===== src/rtl/wdog_once.sv =====
module wdog_once #(
  parameter int          CNT_W  = 12,
  parameter int          ADDR_W = 2,
  parameter logic [7:0]  KEY    = 8'hA5
) (
  input  logic              clk,
  input  logic              rst_n,
  input  logic              tick,
  input  logic              dbg_active,
  input  logic              cpu_idle,
  input  logic              bus_wr,
  input  logic              bus_rd,
  input  logic [ADDR_W-1:0] bus_addr,
  input  logic [31:0]       bus_wdata,
  output logic [31:0]       bus_rdata,
  output logic              irq,
  output logic              rst_req
);
  localparam int B_IRQ = 12, B_RST = 13, B_DIS = 15, DLT_LSB = 16, B_DBG = 28, B_IDLE = 29;
  localparam logic [31:0] CNT_ONES = 32'((64'd1 << CNT_W) - 1);
  localparam logic [31:0] MASK = CNT_ONES | (CNT_ONES << DLT_LSB) | (32'd1 << B_IRQ)
                               | (32'd1 << B_RST) | (32'd1 << B_DIS) | (32'd1 << B_DBG) | (32'd1 << B_IDLE);
  localparam logic [31:0] MODE_RST = CNT_ONES | (CNT_ONES << DLT_LSB) | (32'd1 << B_RST);
  localparam logic [ADDR_W-1:0] A_KICK = ADDR_W'(0), A_MODE = ADDR_W'(1), A_STAT = ADDR_W'(2);

  logic [31:0]      mode_q;
  logic             locked_q;
  logic [CNT_W-1:0] cnt_q;
  logic             unf_q, err_q, rst_req_q;

  wire [CNT_W-1:0] reload = mode_q[CNT_W-1:0];
  wire [CNT_W-1:0] delta  = mode_q[DLT_LSB +: CNT_W];
  wire dis      = mode_q[B_DIS];
  wire mode_wr  = bus_wr && bus_addr == A_MODE && !locked_q;
  wire kick     = bus_wr && bus_addr == A_KICK && bus_wdata[31:24] == KEY && bus_wdata[0] && !dis;
  wire kick_err = kick && cnt_q > delta;
  wire kick_ok  = kick && !kick_err;
  wire halted   = (mode_q[B_DBG] && dbg_active) || (mode_q[B_IDLE] && cpu_idle);
  wire step     = tick && !dis && !halted && !mode_wr && !kick_ok;
  wire unf      = step && cnt_q == '0;
  wire fault    = unf || kick_err;
  wire st_rd    = bus_rd && bus_addr == A_STAT;

  always_ff @(posedge clk or negedge rst_n) begin
    if (!rst_n) begin
      mode_q    <= MODE_RST;
      locked_q  <= 1'b0;
      cnt_q     <= '1;
      unf_q     <= 1'b0;
      err_q     <= 1'b0;
      rst_req_q <= 1'b0;
    end else begin
      if (mode_wr) begin
        mode_q   <= bus_wdata & MASK;
        locked_q <= 1'b1;
      end
      if (mode_wr)             cnt_q <= bus_wdata[CNT_W-1:0];
      else if (kick_ok || unf) cnt_q <= reload;
      else if (step)           cnt_q <= cnt_q - 1'b1;
      unf_q     <= unf || (unf_q && !st_rd);
      err_q     <= kick_err || (err_q && !st_rd);
      rst_req_q <= fault && mode_q[B_RST];
    end
  end

  assign irq     = (unf_q || err_q) && mode_q[B_IRQ] && !dis;
  assign rst_req = rst_req_q;

  always_comb begin
    bus_rdata = '0;
    if (bus_rd) begin
      if (bus_addr == A_MODE)      bus_rdata = mode_q;
      else if (bus_addr == A_STAT) bus_rdata = {30'd0, err_q, unf_q};
    end
  end
endmodule



===== config.mk =====
export PLATFORM = sky130hd
export DESIGN_NAME = wdog_once
export DESIGN_NICKNAME = d
export VERILOG_FILES = /design/src/rtl/wdog_once.sv
export SDC_FILE = /design/constraint.sdc
export NUM_CORES = 1
export LEC_CHECK = 0
export BUFFER_PORTS_ARGS = -buffer_cell sky130_fd_sc_hd__clkbuf_2
export CAP_MARGIN = 20
export CORE_UTILIZATION = 53
export DETAILED_ROUTE_END_ITERATION = 8
export PLACE_DENSITY = 0.89
export RECOVER_POWER = 50
export SYNTH_ARGS = -nofsm -noshare
export SYNTH_HDL_FRONTEND = slang
export SYNTH_SLANG_ARGS = --single-unit
export TNS_END_PERCENT = 5

===== constraint.sdc =====
create_clock -name clk -period 3.3 [get_ports clk]
set_clock_uncertainty 0.1 [all_clocks]
set_input_delay 0.495 -clock clk [delete_from_list [all_inputs] [get_ports clk]]
set_output_delay 0.495 -clock clk [all_outputs]
set_load 0.01 [all_outputs]

==> results of run 1 <==
[path summary, 6_finish.rpt]
path	cells after the start	from	slack, ns	endpoint
max	8	mode_q[27]	0.69	cnt_q[9]
min	1	rst_n	0.24	mode_q[12]
max reg2reg	8	mode_q[27]	0.69	cnt_q[9]
min reg2reg	2	mode_q[8]	0.37	mode_q[8]
max in group asynchronous	2	rst_n	1.06	unf_q
min in group clk	3	bus_wdata[16]	0.25	mode_q[16]
[stage by stage]
| stage | std cells | hold WS, ns | worst slack [ns] | power [W] | area [um^2] |
|---|---|---|---|---|---|
| 6_report | 466 | 0.2440 | 0.6918 | 0.002622 | 3362 |
| 5_1_grt | 466 | 0.2590 | 0.5759 | 0.002838 | 3362 |
| 4_1_cts | 465 | 0.2435 | 0.7379 | 0.002625 | 3366 |
| 3_5_place_dp | 457 | 0.3582 | 0.7613 | 0.002236 | 3264 |
| 3_3_place_gp | 457 | 0.3497 | 0.7872 | 0.002167 | 3264 |
| 2_1_floorplan | 332 | 0.09941 | 0.9459 | 0.001903 | 2875 |
[power groups by stage]
stage	clock network, W	registers (W)	logic (W)
after floorplan	0	0.00108	0.000824
after global placement	0	0.00115	0.00102
after detailed placement	0	0.00116	0.00107
after CTS	0.000386	0.00115	0.00109
after global routing	0.000407	0.00119	0.00124
final	0.000379	0.00116	0.00109
[critical path: stages (launching register included)]
cell and delay (ns):
dfstp_2 0.53, inv_1 0.05, ha_1 0.32, nand4_1 0.18
a211o_1 0.36, a311oi_2 0.32, buf_4 0.21, mux2_2 0.34
o221a_2 0.12
[per-layer routing]
| layer | vias to the layer above | part of all wire, % | global-route usage (%) |
|---|---|---|---|
| met3 | 19 | 5.7 | 4.630 |
| met5 | - | 0 | 0 |
| met4 | 0 | 2.7 | 11.73 |
| li1 | 1302 | - | - |
| met2 | 106 | 47 | 44.84 |
| met1 | 1267 | 44 | 33.73 |
[final cells by class]
class,instances,area share (%)
Multi-Input combinational cell,251,46.07
Sequential cell,45,34.87
Timing Repair Buffer,78,11.87
Clock buffer,7,2.866
Tap cell,70,2.605
Inverter,14,1.563
Clock inverter,1,0.1489
[registers in the layout, summed over array words and instances, names as in the netlist]
name,count
unf_q,1
rst_req,1
locked_q,1
mode_q,29
err_q,1
cnt_q,12
[cells in the mapped netlist, types with 2 or more instances]
master and number:
nand2_1 75, dfstp_2 37, and3_1 28, clkbuf_1 17
o21ai_0 17, inv_1 14, ha_1 13, nor2_1 13
a21oi_1 8, dfrtp_1 8, nor2b_1 7, o221ai_1 7
a211oi_1 6, a31oi_1 6, xnor2_1 6, nand3_1 5
nand4_1 5, xor2_1 5, nor3_1 4, a21o_1 3
a22oi_1 3, buf_4 3, and3b_1 2, and4_1 2
mux2i_1 2, nand2b_1 2, nor3b_1 2, o21a_1 2
[cells by family (layout without fill, tap and decap cells)]
group / Yosys count / count (layout) / share of synthesized area [%]
AOI/OAI and AO/OA: 63 / 63 / 15.23
and+or+nand+nor: 158 / 158 / 28.27
DFF: 45 / 45 / 40.88
buffers and inverters: 36 / 100 / 5.366
adders and majority gates: 13 / 13 / 5.672
muxes: 3 / 3 / 1.091
xor gates and xnor gates: 11 / 11 / 3.359
other: 1 / 3 / 0.1308
==> metrics.csv, run 1 <==
metric;value;unit
clockBufferDepth;2;
period_share;79.04;%
yosysWarnings;0;
path_max_fanout;6;
first_pass_iters;4;
setup_violations;0;
wirelength;6954;um
synth_seq_area_share;40.88;%
start_kind;flop;
intPower;0.001592;W
cts_tree;built;
crit_type;flop to flop;
rsz0062_at_grt;false;
final_common_cell;nand2_1;
multiInputGateArea;1549;um^2
yosysTopAreaCell;dfstp_2;
synth_flop_cell;dfstp_2;
p_switching;0.001031;W
synthToLayoutAreaGrowth;17.23;%
via_count;2694;
gp_routability_congestion;0.8795;
start_util;55.44;%
via_per_inst;5.781;
die_y;75.56;um
pwr-share-seq;44.2;%
max_slew_margin;7.905;%
grt_pass1_vias;2477;
regArea;1172;um^2
ir_drop;0.3338;mV
yosysTopAreaCellShare;33.90;%
cts.repair.resized;0;
drc;0;
worstPathArrival;2.74;ns
drv_slew;0;
postSynth.asyncResetShare;100.0;%
core-area;5172;um^2
cts_sinks;45;
num_io_pins;75;
final.setup.tns;0;ns
cts-root-buf;clkbuf_8;
die_x;75.56;um
grt_usage;26.63;%
antenna_cells;0;
clock_latency;0.30;ns
cap_violations;0;
power_density;780.0;nW/um^2
critPathCaptureType;flop;
antenna_found_initial;0;
synth_edf_count;0;
outcome;completed;
utilization;65.00;%
ant_nets;0;
mostFrequentLayoutCells;nand2_1, clkbuf_2, dfstp_2;
n_fill_cell;454;
drive_gt1_share;32.58;%
nets;449;
p_leak;1.660;nW
cts_hold_buf;0;
ys_types;56;
ys_ff_latch;45;
dpl.hpwl;5035;um
globalRouteOverflowTotal;0;
yosys-top-cells-area;dfstp_2, nand2_1, dfrtp_1;
p_clk_share;14.4;%
rows;26;
p_sw_share;39.31;%
fmax;0.3834;GHz
synth_area;2868;um^2
path_clk_slew;0.09;ns
cts_buffers;5;
avgSynthCellArea;8.690;um^2
combPwrFrac;41.4;%
drtIter0Drc;198;
grt_max_degree;46;
wl_per_cell;14.92;um
crit_required;3.43;ns
tightest_slew;1.381;ns
period_needed;2.608;ns
hold_viol_final;0;
syn_inst;330;
cts_setup_buffers;0;
hp-class;primary input to asynchronous set/reset pin;
grt_pass1_wl;11230;um
io_buffer_count;70;
die_area;5709;um^2
htree_levels;2;
(Power assumes the default switching activity.)
==> inputs of run 2 (changes only) <==
--- a/config.mk
+++ b/config.mk
@@ -5,11 +5,12 @@
 export SDC_FILE = /design/constraint.sdc
 export NUM_CORES = 1
 export LEC_CHECK = 0
+export ABC_AREA = 1
 export BUFFER_PORTS_ARGS = -buffer_cell sky130_fd_sc_hd__clkbuf_2
 export CAP_MARGIN = 20
-export CORE_UTILIZATION = 53
+export CORE_UTILIZATION = 48
 export DETAILED_ROUTE_END_ITERATION = 8
-export PLACE_DENSITY = 0.89
+export PLACE_DENSITY = 0.85
 export RECOVER_POWER = 50
 export SYNTH_ARGS = -nofsm -noshare
 export SYNTH_HDL_FRONTEND = slang
==> constraint.sdc (replaced) <==
create_clock -name clk -period 2.2 [get_ports clk]
set_clock_uncertainty 0.1 [all_clocks]
set_input_delay 0.33 -clock clk [delete_from_list [all_inputs] [get_ports clk]]
set_output_delay 0.33 -clock clk [all_outputs]
set_load 0.01 [all_outputs]
==> metrics.csv, run 2 <==
metric;value;unit;change
gp_routability_congestion;0.8782;;-0.15%
intPower;0.001091;W;-31%
hp-class;primary input to flop;;
clock_latency;0.32;ns;+0.02 ns
synth-simple-area-share;33.39;%;+5.1 points
grt_pass1_wl;13600;um;+21%
grt_max_degree;29;;-37%
ys_types;31;;-45%
clockBufferDepth;2;;unchanged
path_clk_slew;0.08;ns;about the same
first_pass_iters;4;;unchanged
p_clk_share;35.7;%;+21 points
utilization;65.97;%;+0.97 points
drive_gt1_share;42.29;%;+9.7 points
cts-root-buf;clkbuf_8;;
drv_slew;0;;unchanged
die_y;80.88;um;+7.0%
io_buffer_count;70;;unchanged
avgSynthCellArea;7.320;um^2;-16%
yosys-top-cells-area;dfstp_2, nand2_1, inv_1;;
largest_registers;mode_q (29), cnt_q (12);;
tightest_slew;1.234;ns;-0.1473 ns
period_share;110.3;%;+31 points
postSynth.asyncResetShare;100.0;%;unchanged
final.setup.tns;-2.204;ns;-2.204 ns
start_kind;flop;;
synth_edf_count;0;;unchanged
cts_tree;built;;
synth_mux_area_share;0;%;-1.1 points
htree_levels;2;;unchanged
pwr-share-seq;57.3;%;+13 points
synth_top_family_by_area;simple AND/OR/NAND/NOR gates;;
num_io_pins;75;;unchanged
ys_top_cells_by_count;nand2_1, inv_1, nor2_1;;
dpl.cell_count;561;;+23%
combPwrFrac;7.0;%;-34 points
ys_ff_latch;45;;unchanged
path_max_fanout;5;;-1
wirelength;8490;um;+22%
start_util;50.15;%;-5.3 points
die_area;6542;um^2;+15%
setup_violations;14;;+14
synth_most_common_cell;nand2_1;;
period_needed;2.427;ns;-0.1808 ns
die_x;80.88;um;+7.0%
fin_ws;-0.2274;ns;-0.9192 ns
p_leak;2.172;nW;+31%
worstPathArrival;2.57;ns;-0.17 ns
yosysTopAreaCell;dfstp_2;;
largest_reg_flops;29;;unchanged
violations;setup timing;;
cap_violations;0;;unchanged
layout.cells.non_filler;581;;+25%
p_switching;0.0003596;W;-65%
syn_inst;408;;+24%
dpl.hpwl;5584;um;+11%
yosysWarnings;0;;unchanged
power_density;369.1;nW/um^2;-53%
final_common_cell;nand2_1;;
synthToLayoutAreaGrowth;31.55;%;
critPathCaptureType;flop;;
grt_usage;27.91;%;+1.3 points
synth_xor_area_share;1.760;%;-1.6 points
globalRouteOverflowTotal;0;;unchanged
synth_flop_cell;dfstp_2;;
nets;559;;+24%
drtIter0Drc;247;;+25%
max_slew_margin;17.72;%;+9.8 points
synthAdderAreaFrac;5.446;%;-0.23 points
grt_pass1_vias;2940;;+19%
antenna_cells;0;;unchanged
hold_viol_final;0;;unchanged
crit_required;2.35;ns;-1.08 ns
via_count;2964;;+10%
fmax;0.4120;GHz;+7.4%
mostFrequentLayoutCells;nand2_1, clkbuf_2, inv_1;;
crit_type;flop to flop;;
regMostFlops;mode_q;;
ir_drop;0.2738;mV;-18%
cts_hold_buf;0;;unchanged
rows;28;;+7.7%
yosysTopAreaCellShare;32.55;%;-1.3 points
cts_sinks;45;;unchanged
drc;0;;unchanged
core-area;5956;um^2;+15%
regToRegSetupSlack;-0.23;ns;-0.92 ns
cts_buffers;5;;unchanged
p_total;0.001450;W;-45%
p_sw_share;24.79;%;-15 points
dpl_worst_slack;-0.1186;ns;-0.8799 ns
ant_nets;0;;unchanged
synth-compound-area-share;8.295;%;-6.9 points
wl_per_cell;14.61;um;-2.1%
via_per_inst;5.102;;-12%
rsz0062_at_grt;true;;
synth_area;2987;um^2;+4.1%
antenna_found_initial;0;;unchanged
synth_seq_area_share;39.25;%;-1.6 points
outcome;finished with violations;;
## run 2: cell count changes after synthesis, moves of 6 or more
cell / change
inv_1: +50
nor2_1: +44
nand2_1: +40
and3_1: -28
clkbuf_1: -13
o21ai_0: +9
a21oi_2: +8
nand3_1: +8
nand3_2: +8
nor2b_1: -7
o221ai_1: -7
a31oi_1: -6
## run 2: path summary, 6_finish.rpt
check | start | endpoint | cells past startpoint
worst min register to register | err_q | err_q | 2
worst max register to register | mode_q[27] | cnt_q[10] | 15
min in group asynchronous | rst_n | mode_q[23] | 1
max in group asynchronous | rst_n | locked_q | 2
worst max-delay path | mode_q[27] | cnt_q[10] | 15
worst min-delay path | bus_wdata[20] | mode_q[20] | 3
## run 2: logic make-up after synthesis
family / Yosys count
flops: 45
xor+xnor: 6
fa+ha+maj: 13
buf+inv: 82
simple gates: 219
other cells: 1
compound gates: 42
## run 2: per-layer routing
metal / GRT usage (%) / routed length (um) / share of wire (%)
met5: 0 / 0 / 0
met4: 14.46 / 326 / 3.8
met3: 3.708 / 501 / 5.9
met2: 51.26 / 4308 / 51
met1: 31.18 / 3353 / 39
## run 2: what timing repair did
action / 4_1_cts / 5_1_grt
setup buffers: 6 / 3
resized for setup: 39 / 12
setup endpoints to repair: 14 / 13
pin swaps: 20 / 7
cloned: 3 / 0
## run 2: power by group through the flow
| stage | sequential [W] | clock [W] | combinational (W) |
|---|---|---|---|
| 6_report | 0.000830 | 0.000518 | 0.000102 |
| 5_1_grt | 0.000830 | 0.000564 | 0.000114 |
| 4_1_cts | 0.000830 | 0.000523 | 0.000106 |
| 3_5_place_dp | 0.000844 | 0 | 0.000106 |
| 3_3_place_gp | 0.000844 | 0 | 0.000104 |
| 2_1_floorplan | 0.000844 | 0 | 0.0000321 |
## run 2: critical path, stage by stage, from the launching register on
cell and delay (ns):
dfstp_2 0.57, inv_4 0.06, ha_4 0.28, nand2_4 0.05
inv_2 0.04, nand2_2 0.05, nor2_2 0.13, nand4_1 0.23
nand2_4 0.17, buf_6 0.11, nand2_4 0.04, nand3_4 0.08
buf_6 0.15, buf_16 0.12, nor2_2 0.05, a21oi_2 0.12
## run 2: final cells by class
class                      count  area (um^2)
fill                         463         2027
multi-input combinational    283         1645
sequential                    45         1172
timing repair buffer         103        680.7
inverter                      67        254.0
tap                           75        93.84
clock buffer                   6        72.57
clock inverter                 2        10.01
## run 2: stage by stage
step / hold WS, ns / area (um^2)
3_3_place_gp: 0.3468 / 3522
6_report: 0.1156 / 3929
2_1_floorplan: -0.06559 / 2994
4_1_cts: 0.1188 / 3874
3_5_place_dp: 0.3739 / 3522
5_1_grt: 0.1263 / 3929
==> inputs of run 3 (changes only) <==
==> constraint.sdc (replaced) <==
create_clock -name clk -period 2.2 [get_ports clk]
set_clock_uncertainty 0.1 [all_clocks]
set_input_delay 0.11 -clock clk [delete_from_list [all_inputs] [get_ports clk]]
set_output_delay 0.11 -clock clk [all_outputs]
set_load 0.01 [all_outputs]
==> metrics.csv, run 3 (synthesis results as in run 2) <==
metric;value;unit;change
dpl.hpwl;5503;um;-1.4%
setup_violations;14;;unchanged
fin_ws;-0.2314;ns;-0.004011 ns
regMostFlops;mode_q;;
die_y;80.88;um;unchanged
hold_viol_final;0;;unchanged
hp-class;primary input to flop;;
grt_pass1_wl;14320;um;+5.3%
htree_levels;2;;unchanged
cts_tree;built;;
globalRouteOverflowTotal;0;;unchanged
mostFrequentLayoutCells;nand2_1, clkbuf_2, inv_1;;
tightest_slew;1.263;ns;+0.02862 ns
hold_slack;0.05165;ns;-0.06391 ns
layout.cells.non_filler;604;;+4.0%
crit_required;2.34;ns;about the same
period_share;110.5;%;+0.18 points
critPathCaptureType;flop;;
largest_reg_flops;29;;unchanged
dpl_worst_slack;-0.04831;ns;+0.07027 ns
final_common_cell;nand2_1;;
wl_per_cell;15.49;um;+6.0%
grt_pass1_vias;3089;;+5.1%
first_pass_iters;5;;+1
crit_type;flop to flop;;
regArea;1172;um^2;unchanged
grt_max_degree;32;;+10%
antenna_cells;0;;unchanged
clockBufferDepth;2;;unchanged
p_total;0.001504;W;+3.7%
wirelength;9357;um;+10%
outcome;finished with violations;;
drtIter0Drc;353;;+43%
grt_usage;29.57;%;+1.7 points
start_kind;flop;;
start_util;50.15;%;unchanged
cap_violations;0;;unchanged
clock_latency;0.32;ns;about the same
die_x;80.88;um;unchanged
drive_gt1_share;38.19;%;-4.1 points
worst-path-buf-inv;3;;-2
gp_routability_congestion;0.8796;;+0.16%
via_per_inst;5.288;;+3.7%
io_buffer_count;70;;unchanged
antenna_found_initial;0;;unchanged
path_clk_slew;0.10;ns;+0.02 ns
rsz0062_at_grt;true;;
path_cells;inv_2 -> ha_4 -> nand2_2 -> inv_2 -> nand2_2 -> nor2_2 -> nand4_1 -> nand2_4 -> nand2_4 -> buf_4 -> nand3b_1 -> nand2_1 -> a21oi_2;;
rows;28;;unchanged
core-area;5956;um^2;unchanged
period_needed;2.431;ns;+0.004011 ns
final.setup.tns;-2.445;ns;-0.2407 ns
nets;582;;+4.1%
cts_sinks;45;;unchanged
path_max_fanout;9;;+4
dpl.cell_count;559;;-0.36%
max_slew_margin;15.82;%;-1.9 points
violations;setup timing;;
power_density;359.8;nW/um^2;-2.5%
drv_slew;0;;unchanged
die_area;6542;um^2;unchanged
slowest_delay;0.56;ns;about the same
cp_slowest_cell;dfstp_2;;
fmax;0.4113;GHz;-0.17%
p_leak;2.267;nW;+4.4%
synthToLayoutAreaGrowth;39.92;%;
ir_drop;0.2556;mV;-6.7%
largest_registers;mode_q (29), cnt_q (12);;
multiInputGateArea;1648;um^2;+0.15%
drc;0;;unchanged
worstPathArrival;2.57;ns;about the same
via_count;3194;;+7.8%
num_io_pins;75;;unchanged
n_fill_cell;450;;-2.8%
crit_family;simple AND/OR/NAND/NOR gates;;
cts-root-buf;clkbuf_8;;
cts_buffers;5;;unchanged
ant_nets;0;;unchanged
run 3: cell types whose count changed in the layout (fill, tap and decap cells not counted), moves of 4 or more:
cell and delta:
buf_4 -5, dlygate4sd3_1 +29, nand2_1 +4, nand2_2 -4
run 3: area by class of cell:
class / count / area share, %
multi-input cells: 283 / 39.43
flip-flops and latches: 45 / 28.05
repair buffers: 126 / 22.01
inverters: 67 / 6.078
well taps: 75 / 2.246
clock buffers: 5 / 1.647
clock inverters: 3 / 0.5389
run 3: per-stage QoR:
stage	instance area, um^2	util (%)
2_1_floorplan	2994	-
3_3_place_gp	3507	58.89
3_5_place_dp	3507	58.89
4_1_cts	4079	68.49
5_1_grt	4179	70.17
6_report	4179	70.17
run 3: what timing repair did:
item / 4_1_cts / 5_1_grt
gates cloned: 2 / 1
hold buffers: 29 / 0
resized for setup: 24 / 22
setup endpoints to repair: 13 / 14
buffers inserted: 3 / 2
endpoints found under the hold margin: 37 / 0
pin swaps: 16 / 6
run 3: path summary, 6_finish.rpt:
path | from | to | slack (ns) | depth (start not counted)
hold / removal | bus_wdata[10] | mode_q[10] | 0.05 | 3
max in group asynchronous | rst_n | cnt_q[8] | 0.31 | 3
hold reg to reg | locked_q | locked_q | 0.39 | 2
setup / recovery | mode_q[24] | cnt_q[3] | -0.23 | 13
min in group asynchronous | rst_n | mode_q[28] | 0.49 | 2
setup reg to reg | mode_q[24] | cnt_q[3] | -0.23 | 13
run 3: report_power, final:
group | switching [W] | leakage, nW | internal [W]
combinational | 0.0000707 | 1.74 | 0.0000726
sequential | 0 | 0.481 | 0.000830
clock | 0.000304 | 0.0481 | 0.000226
total | 0.000375 | 2.27 | 0.00113
run 3: worst min-delay path: cells and delay by family:
family	cells	cell delay, ns
AOI/OAI and AO/OA	1	0.15
and+or+nand+nor	1	0.09
buffers and inverters	1	0.08
run 3: metal layers:
layer  wire length [um]  up-vias  track usage (%)
met4                425        0            17.86
met2               4672      183            52.18
met3                625       42            5.955
met1               3633     1472            32.55
met5                  0        -                0
li1                   -     1497                -
